$ cat src/rtl/audclk_pkg.sv
// Package: shared limits and divider-code decoding for the audio clock divider.
// Assumes codes arrive as raw control-word fields; decode functions flag reserved values.
package audclk_pkg;

    localparam int MDIV_MAX = 24;
    localparam int BDIV_MAX = 16;
    localparam int WLEN_MAX = 32;

    localparam int MR_W = $clog2(MDIV_MAX + 1);
    localparam int BR_W = $clog2(BDIV_MAX + 1);
    localparam int WL_W = $clog2(WLEN_MAX + 1);

    typedef struct packed {
        logic       clk_en;
        logic [2:0] bclk_code;
        logic [3:0] mclk_code;
    } ctl_t;

    function automatic logic [MR_W-1:0] mclk_ratio(input logic [3:0] code);
        case (code)
            4'd0:    return MR_W'(1);
            4'd1:    return MR_W'(2);
            4'd2:    return MR_W'(4);
            4'd3:    return MR_W'(6);
            4'd4:    return MR_W'(8);
            4'd5:    return MR_W'(12);
            4'd6:    return MR_W'(16);
            4'd7:    return MR_W'(24);
            default: return '0;
        endcase
    endfunction

    function automatic logic [BR_W-1:0] bclk_ratio(input logic [2:0] code);
        case (code)
            3'd0:    return BR_W'(2);
            3'd1:    return BR_W'(4);
            3'd2:    return BR_W'(6);
            3'd3:    return BR_W'(8);
            3'd4:    return BR_W'(12);
            3'd5:    return BR_W'(16);
            default: return '0;
        endcase
    endfunction

    function automatic logic [WL_W-1:0] word_len(input logic [1:0] code);
        case (code)
            2'd0:    return WL_W'(16);
            2'd1:    return WL_W'(20);
            2'd2:    return WL_W'(24);
            default: return WL_W'(32);
        endcase
    endfunction

endpackage

$ cat src/rtl/audclk_cfg_decode.sv
// Module: turns the control word into ratios, a run qualifier and a registered error flag.
// Assumes inputs are synchronous to clk; run is combinational so a disable acts on the next edge.
module audclk_cfg_decode
    import audclk_pkg::*;
(
    input  logic            clk,
    input  logic            rst_n,
    input  logic            master_en,
    input  logic [7:0]      ctl_word,
    input  logic [1:0]      word_code,
    output logic            run,
    output logic [MR_W-1:0] m_ratio,
    output logic [BR_W-1:0] b_ratio,
    output logic [WL_W-1:0] w_len,
    output logic            cfg_err
);

    ctl_t ctl;
    logic bad_code;
    logic want;

    // Field split and ratio lookup.
    always_comb begin
        ctl      = ctl_t'(ctl_word);
        m_ratio  = mclk_ratio(ctl.mclk_code);
        b_ratio  = bclk_ratio(ctl.bclk_code);
        w_len    = word_len(word_code);
        bad_code = (m_ratio == '0) || (b_ratio == '0);
        want     = master_en && ctl.clk_en;
        run      = want && !bad_code;
    end

    // Error flag: reserved code selected while clocks are requested.
    always_ff @(posedge clk) begin
        if (!rst_n) cfg_err <= 1'b0;
        else        cfg_err <= want && bad_code;
    end

endmodule

$ cat src/rtl/audclk_div_stage.sv
// Module: integer even-ratio divider that advances on an input tick.
// Assumes ratio is 1 or even; ratio 1 gives a tick per input tick and a low level.
// With STROBES set, it also registers one-cycle edge marks aligned with the level change.
module audclk_div_stage #(
    parameter int W       = 5,
    parameter bit STROBES = 1'b0
) (
    input  logic         clk,
    input  logic         rst_n,
    input  logic         run,
    input  logic         tick,
    input  logic [W-1:0] ratio,
    output logic         level_o,
    output logic         rise_evt_o,
    output logic         fall_evt_o,
    output logic         rise_stb_o,
    output logic         fall_stb_o
);

    logic [W-1:0] cnt;
    logic [W-1:0] half;
    logic [W-1:0] last;

    // Compare points: rise at half-1, wrap and fall at ratio-1.
    always_comb begin
        half       = (ratio >= W'(2)) ? ((ratio >> 1) - W'(1)) : '0;
        last       = (ratio == '0) ? '0 : (ratio - W'(1));
        rise_evt_o = run && tick && (cnt == half);
        fall_evt_o = run && tick && (cnt >= last);
    end

    // Phase counter and output level; cleared whenever not running.
    always_ff @(posedge clk) begin
        if (!rst_n || !run) begin
            cnt     <= '0;
            level_o <= 1'b0;
        end else if (tick) begin
            cnt <= fall_evt_o ? '0 : cnt + W'(1);
            if (fall_evt_o)      level_o <= 1'b0;
            else if (rise_evt_o) level_o <= 1'b1;
        end
    end

    generate
        if (STROBES) begin : g_stb
            // Edge marks registered on the same edge as the level change.
            always_ff @(posedge clk) begin
                if (!rst_n || !run) begin
                    rise_stb_o <= 1'b0;
                    fall_stb_o <= 1'b0;
                end else begin
                    rise_stb_o <= rise_evt_o && !fall_evt_o;
                    fall_stb_o <= fall_evt_o;
                end
            end
        end else begin : g_nostb
            assign rise_stb_o = 1'b0;
            assign fall_stb_o = 1'b0;
        end
    endgenerate

endmodule

$ cat src/rtl/audclk_frame_ctr.sv
// Module: counts BCLK falling edges and toggles the frame clock every word.
// Assumes fall_evt is a one-cycle event from the bit-clock stage.
module audclk_frame_ctr #(
    parameter int W = 6
) (
    input  logic         clk,
    input  logic         rst_n,
    input  logic         run,
    input  logic         fall_evt,
    input  logic [W-1:0] w_len,
    output logic         lrclk_o
);

    logic [W-1:0] bit_cnt;
    logic         word_end;

    // End of word when the count reaches the last bit.
    always_comb word_end = (bit_cnt >= (w_len - W'(1)));

    // Bit counter and frame level.
    always_ff @(posedge clk) begin
        if (!rst_n || !run) begin
            bit_cnt <= '0;
            lrclk_o <= 1'b0;
        end else if (fall_evt) begin
            if (word_end) begin
                bit_cnt <= '0;
                lrclk_o <= !lrclk_o;
            end else begin
                bit_cnt <= bit_cnt + W'(1);
            end
        end
    end

endmodule

$ cat src/rtl/audclk_gen.sv
// Module: top of the audio clock divider; MCLK from the module clock, BCLK from MCLK ticks,
// LRCLK from BCLK falls. Assumes one clock domain; MCLK ratio 1 gates the module clock.
module audclk_gen
    import audclk_pkg::*;
(
    input  logic       clk,
    input  logic       rst_n,
    input  logic       master_en,
    input  logic [7:0] ctl_word,
    input  logic [1:0] word_code,
    output logic       mclk_o,
    output logic       bclk_o,
    output logic       lrclk_o,
    output logic       bclk_rise_stb,
    output logic       bclk_fall_stb,
    output logic       cfg_err
);

    logic            run;
    logic            run_q;
    logic [MR_W-1:0] m_ratio;
    logic [BR_W-1:0] b_ratio;
    logic [WL_W-1:0] w_len;
    logic            mclk_lvl;
    logic            mtick;
    logic            m_fall_unused;
    logic            m_rstb_unused;
    logic            m_fstb_unused;
    logic            b_rise_evt_unused;
    logic            b_fall_evt;

    audclk_cfg_decode u_cfg (
        .clk       (clk),
        .rst_n     (rst_n),
        .master_en (master_en),
        .ctl_word  (ctl_word),
        .word_code (word_code),
        .run       (run),
        .m_ratio   (m_ratio),
        .b_ratio   (b_ratio),
        .w_len     (w_len),
        .cfg_err   (cfg_err)
    );

    audclk_div_stage #(.W(MR_W), .STROBES(1'b0)) u_mdiv (
        .clk        (clk),
        .rst_n      (rst_n),
        .run        (run),
        .tick       (1'b1),
        .ratio      (m_ratio),
        .level_o    (mclk_lvl),
        .rise_evt_o (mtick),
        .fall_evt_o (m_fall_unused),
        .rise_stb_o (m_rstb_unused),
        .fall_stb_o (m_fstb_unused)
    );

    audclk_div_stage #(.W(BR_W), .STROBES(1'b1)) u_bdiv (
        .clk        (clk),
        .rst_n      (rst_n),
        .run        (run),
        .tick       (mtick),
        .ratio      (b_ratio),
        .level_o    (bclk_o),
        .rise_evt_o (b_rise_evt_unused),
        .fall_evt_o (b_fall_evt),
        .rise_stb_o (bclk_rise_stb),
        .fall_stb_o (bclk_fall_stb)
    );

    audclk_frame_ctr #(.W(WL_W)) u_frame (
        .clk      (clk),
        .rst_n    (rst_n),
        .run      (run),
        .fall_evt (b_fall_evt),
        .w_len    (w_len),
        .lrclk_o  (lrclk_o)
    );

    // Registered run, used to gate the module clock for ratio 1.
    always_ff @(posedge clk) begin
        if (!rst_n) run_q <= 1'b0;
        else        run_q <= run;
    end

    // MCLK select: pass-through for ratio 1, divided level otherwise.
    always_comb mclk_o = (m_ratio == MR_W'(1)) ? (clk && run_q) : mclk_lvl;

endmodule

$ cat config.mk
export PLATFORM = sky130hd
export DESIGN_NAME = audclk_gen
export DESIGN_NICKNAME = d
export VERILOG_FILES = /design/src/rtl/audclk_pkg.sv /design/src/rtl/audclk_cfg_decode.sv /design/src/rtl/audclk_div_stage.sv /design/src/rtl/audclk_frame_ctr.sv /design/src/rtl/audclk_gen.sv
export SDC_FILE = /design/constraint.sdc
export NUM_CORES = 1
export LEC_CHECK = 0
export BUFFER_PORTS_ARGS = -buffer_cell sky130_fd_sc_hd__buf_4
export CAP_MARGIN = 20
export CORE_MARGIN = 4
export CORE_UTILIZATION = 40
export CTS_CLUSTER_DIAMETER = 150
export CTS_CLUSTER_SIZE = 20
export DETAILED_ROUTE_END_ITERATION = 6
export GPL_ROUTABILITY_DRIVEN = 0
export GPL_TIMING_DRIVEN = 0
export SLEW_MARGIN = 20
export SYNTH_ARGS = -nofsm -noshare
export SYNTH_HDL_FRONTEND = slang
export SYNTH_SLANG_ARGS = --single-unit
$ cat constraint.sdc
create_clock -name clk -period 3.6 [get_ports clk]
set_input_delay 0.72 -clock clk [delete_from_list [all_inputs] [get_ports clk]]
set_output_delay 0.72 -clock clk [all_outputs]
set_load 0.01 [all_outputs]
# Word level (Yosys, flattened, before mapping)
# Memory sizes are Yosys's and may differ from the RTL's.
# Cells that the tools add are included.
# totals
wordCells	71
mem_count	1
input_bits	13
output_inout_bits	6
register_bits	23
mem_bits_ro	40
# memory_table
name	words	width	read_ports	rd_ports_with_merged_regs	write_ports	line	rtl
(no name shown)	8	5	1	0	0	audclk_pkg.sv:20	case (code)
# classes
n_mux	12
addsub	8
reduce_logical	25
n_lt_le_gt_ge	5
n_eq_ne	10
# ops
operator	count
$mux 5	6
$pmux 5 s6	1
$pmux 6 s3	1
$add 5x1->5 const B	2
$eq 5x5->1	2
$ge 5x2->1 const B	2
$ge 5x5->1	2
$logic_and 1x1->1	10
$logic_not 5->1	2
$sub 4x1->5 const B	2
$sub 5x1->5 const B	2
$add 6x1->6 const B	1
$eq 3x2->1 const B	2
$eq 3x3->1 const B	2
$ge 6x6->1	1
$mux 6	1
$sub 6x1->6 const B	1
$eq 5x1->1 const B	1
$logic_not 1->1	5
$reduce_and 2->1	2
$eq 3x1->1 const B	1
$logic_not 3->1	1
$mux 1	3
$eq 2x1->1 const B	1
5 further kinds	6

# Logic depth before layout (Yosys ltp)
# depth
depth_word	11
depth_mapped	14
depth_no_buf	11

# Hierarchy
# A second synthesis with hierarchy kept.
# unflattened
hier_cells	278
hier_area_um2	2272.2
# by_module_without_submodules
mod	n_inst	cells_per_inst	area_per_inst_um2	seq_area_each_um2
audclk_div_stage (u_bdiv)	1	94	783.3	160.2
audclk_div_stage (u_mdiv)	1	91	695.7	120.1
audclk_frame_ctr	1	58	541.8	140.1
audclk_cfg_decode	1	29	191.4	20.0
audclk_gen	1	6	60.1	20.0

==> flow_metrics.env <==
export IMPL_status="finished, final reports clean"
export IMPL_r2r_slack_ns=1.35
export IMPL_clock_latency_ns=0.38
export IMPL_crit_end="u_bdiv.cnt[3]"
export IMPL_yosysMostFrequentCell="ha_1"
export IMPL_fp_dieArea_sq_um=6440
export IMPL_die_w_um=80.3
export IMPL_grt_max_degree=14
export IMPL_vdd_drop_max_uv=206
export IMPL_antenna_found_initial=0
export IMPL_drt_antenna_violating_nets=0
export IMPL_finalSetupViolCount=0
export IMPL_p_comb_share_pct=23.9
export IMPL_synth_edf_count=0
export IMPL_dpl_cell_count=336
export IMPL_synth_area_sq_um=2090
export IMPL_min_period_over_period_pct=92.0
export IMPL_postSynthCellCount=254
export IMPL_syn_area_per_cell_sq_um=8.23
export IMPL_power_density_nw_per_um2=282
export IMPL_vias=1877
export IMPL_yosys_top_cells_count="26 x ha_1, 24 x nand2_1, 23 x dfxtp_1"
export IMPL_worst_pin_slew_ns=0.572
export IMPL_cts_hold_buf=0
export IMPL_clkTransAtPathRegs_ns=0.09
export IMPL_first_pass_iters=4
export IMPL_synthDistinctLibCells=61
export IMPL_reg2reg_depth=9
export IMPL_grt_pass1_wl_mm=7.61
export IMPL_drc_errors=0
export IMPL_cp_max_fo=10
export IMPL_placed_cell_area_sq_um=2270
export IMPL_async_reset_ff_share_pct=0
export IMPL_routed_wl_mm=4.56
export IMPL_max_freq_mhz=302
export IMPL_grt_remaining_overflow=0
export IMPL_io_pin_count=19
export IMPL_synth_top_cell_by_area="dfxtp_1"
export IMPL_dp_worst_setup_slack_ns=-0.305
export IMPL_yosysSeqAreaShare_pct=22.0
export IMPL_cts_tree="built"
export IMPL_dp_hpwl_mm=3.46
export IMPL_pwr_share_clk_pct=37.6
export IMPL_seq_power_share_pct=38.6
export IMPL_crit_required_ns=3.93
export IMPL_hold_class="flop to flop"
export IMPL_ys_ff_latch=23
export IMPL_p_sw_share_pct=29.1
export IMPL_drtIter0Drc=73
export IMPL_first_global_vias=1709
export IMPL_power_switching_uw=194
export IMPL_yosys_most_used_dff="dfxtp_1"
export IMPL_startpoint="ctl_word[5]"
export IMPL_final_util_pct=46.4
export IMPL_syn2layout_area_growth_pct=12.8
export IMPL_synthTopCellsByArea="dfxtp_1 22%, ha_1 16%, nand2_1 4.3%"
export IMPL_p_leak_nw=1.03
export IMPL_timing_final_hold_violations=0
export IMPL_hold_ws_ns=0.476
export IMPL_crit_arrival_ns=3.64
export IMPL_initial_utilization_pct=41.2
export IMPL_min_period_ns=3.31
export IMPL_stdcell_area_sq_um=2360
export IMPL_final_cells=342
export IMPL_synth_top_cell_area_share_pct=22.0
export IMPL_nFillCells=540
export IMPL_syn_nets=293
export IMPL_port_buffers=12
export IMPL_track_usage_pct=14.7
export IMPL_intPower_uw=471
export IMPL_layout_nets=312
export IMPL_cap_viol_max_count=0
export IMPL_die_h_um=80.3
export IMPL_crit_type="input port to flop"
export IMPL_r2r_start="u_bdiv.cnt[0]"
export IMPL_ys_warn_count=0
export IMPL_drt_wirelength_per_cell_um=13.3
export IMPL_insertedDiodeCount=0
export IMPL_via_per_inst=5.49
export IMPL_core_sq_um=5070
export IMPL_slew_headroom_pct=61.9
export IMPL_worst_slack_ns=0.287
export IMPL_end_kind="flop"
export IMPL_std_cell_rows=26
export IMPL_rsz0062_at_grt="no"
export IMPL_drive_gt1_share_pct=17.3
export IMPL_skew_ns=0.00655
export IMPL_worstReg2RegEnd="u_bdiv.cnt[3]"
export IMPL_slew_viol_final=0
export IMPL_cp_start_kind="input port"
## final cells by class
cell class	count	area [sq um]	share of cell area, %
Inverter	16	61.3	2.60
Sequential cell	23	460	19.5
Multi-Input combinational cell	199	1460	61.9
Timing Repair Buffer	11	82.6	3.51
Clock buffer	7	90.1	3.82
Clock inverter	1	5.00	0.212
Buffer	15	111	4.73
Tap cell	70	87.6	3.72
## worst max-delay path, cell delays in order
cell and delay, ns:
clkbuf_1 0.24, nand2b_1 0.28, o22a_1 0.19, ha_1 0.33
nand3_1 0.20, ha_1 0.31, nand2b_1 0.14, a211oi_1 0.33
o21ai_2 0.19, clkbuf_1 0.27, nor3_1 0.23, nand4_1 0.12
nand2_1 0.08
## registers in the layout, indices dropped and copies added (netlist names)
signal and flops:
u_mdiv.cnt 5, u_bdiv.rise_stb_o 1, u_bdiv.cnt 5, u_mdiv.level_o 1, u_cfg.cfg_err 1, u_bdiv.level_o 1
u_frame.lrclk_o 1, u_frame.bit_cnt 6, u_bdiv.fall_stb_o 1, run_q 1
## power by group through the flow
stage	combinational [mW]	clock (mW)	sequential [mW]
after global placement	0.156	0.000334	0.262
after CTS	0.158	0.256	0.256
final	0.159	0.250	0.256
after global routing	0.177	0.268	0.256
after detailed placement	0.157	0.000334	0.262
after floorplan	0.122	0.000272	0.262
## kinds of logic after synthesis
| group | share of synthesized area [%] |
|---|---|
| adder cells (fa/ha/maj) | 15.6 |
| multiplexers | 1.92 |
| AND/OR/NAND/NOR | 25.5 |
| buffers and inverters | 8.44 |
| flip-flops | 22.0 |
| AO/OA/AOI/OAI | 22.4 |
| XOR/XNOR | 4.19 |
## metrics by stage
step | power, mW | TNS (ns)
after global placement | 0.418 | -3.15
after floorplan | 0.385 | 0
final | 0.664 | 0
after global routing | 0.702 | 0
after CTS | 0.670 | 0
after detailed placement | 0.419 | -3.01
## per-layer routing
metal	routed length, um	part of all wire (%)	vias up	global-route usage [%]
met5	0	0	-	0
met2	2060	45	35	23.5
met4	52	1.1	0	3.89
met3	153	3.4	8	3.25
li1	-	-	962	-
met1	2290	50	872	19.8
## how the worst min path moves through the flow
stage                           endpoint  cells past startpoint            from
after floorplan           u_mdiv.level_o                      2  u_mdiv.level_o
after global placement    u_mdiv.level_o                      2  u_mdiv.level_o
after detailed placement  u_bdiv.level_o                      2  u_bdiv.level_o
after CTS                 u_bdiv.level_o                      2  u_bdiv.level_o
after global routing      u_bdiv.level_o                      2  u_bdiv.level_o
final                     u_bdiv.level_o                      2  u_bdiv.level_o
## cell usage in the layout, fill, tap and decap left out, types with 4 or more instances in the layout
master    count
nor3_1       13
dfxtp_1      23
nand3_1      14
nand2b_1      8
nor2_1       14
inv_1        14
nand4_1       5
buf_6         4
buf_4        14
o21ai_0       5
nand2_1      24
ha_1         26
xor2_1        7
a21o_1        4
clkbuf_8      6
nand3b_1      4
mux2i_1       4
a21oi_1       9
clkbuf_1      7
## timing repair
item / CTS / global route
gates resized for setup: 0 / 2
setup buffers: 0 / 0
endpoints found under the setup margin: 0 / 12
(Power assumes the default switching activity.)
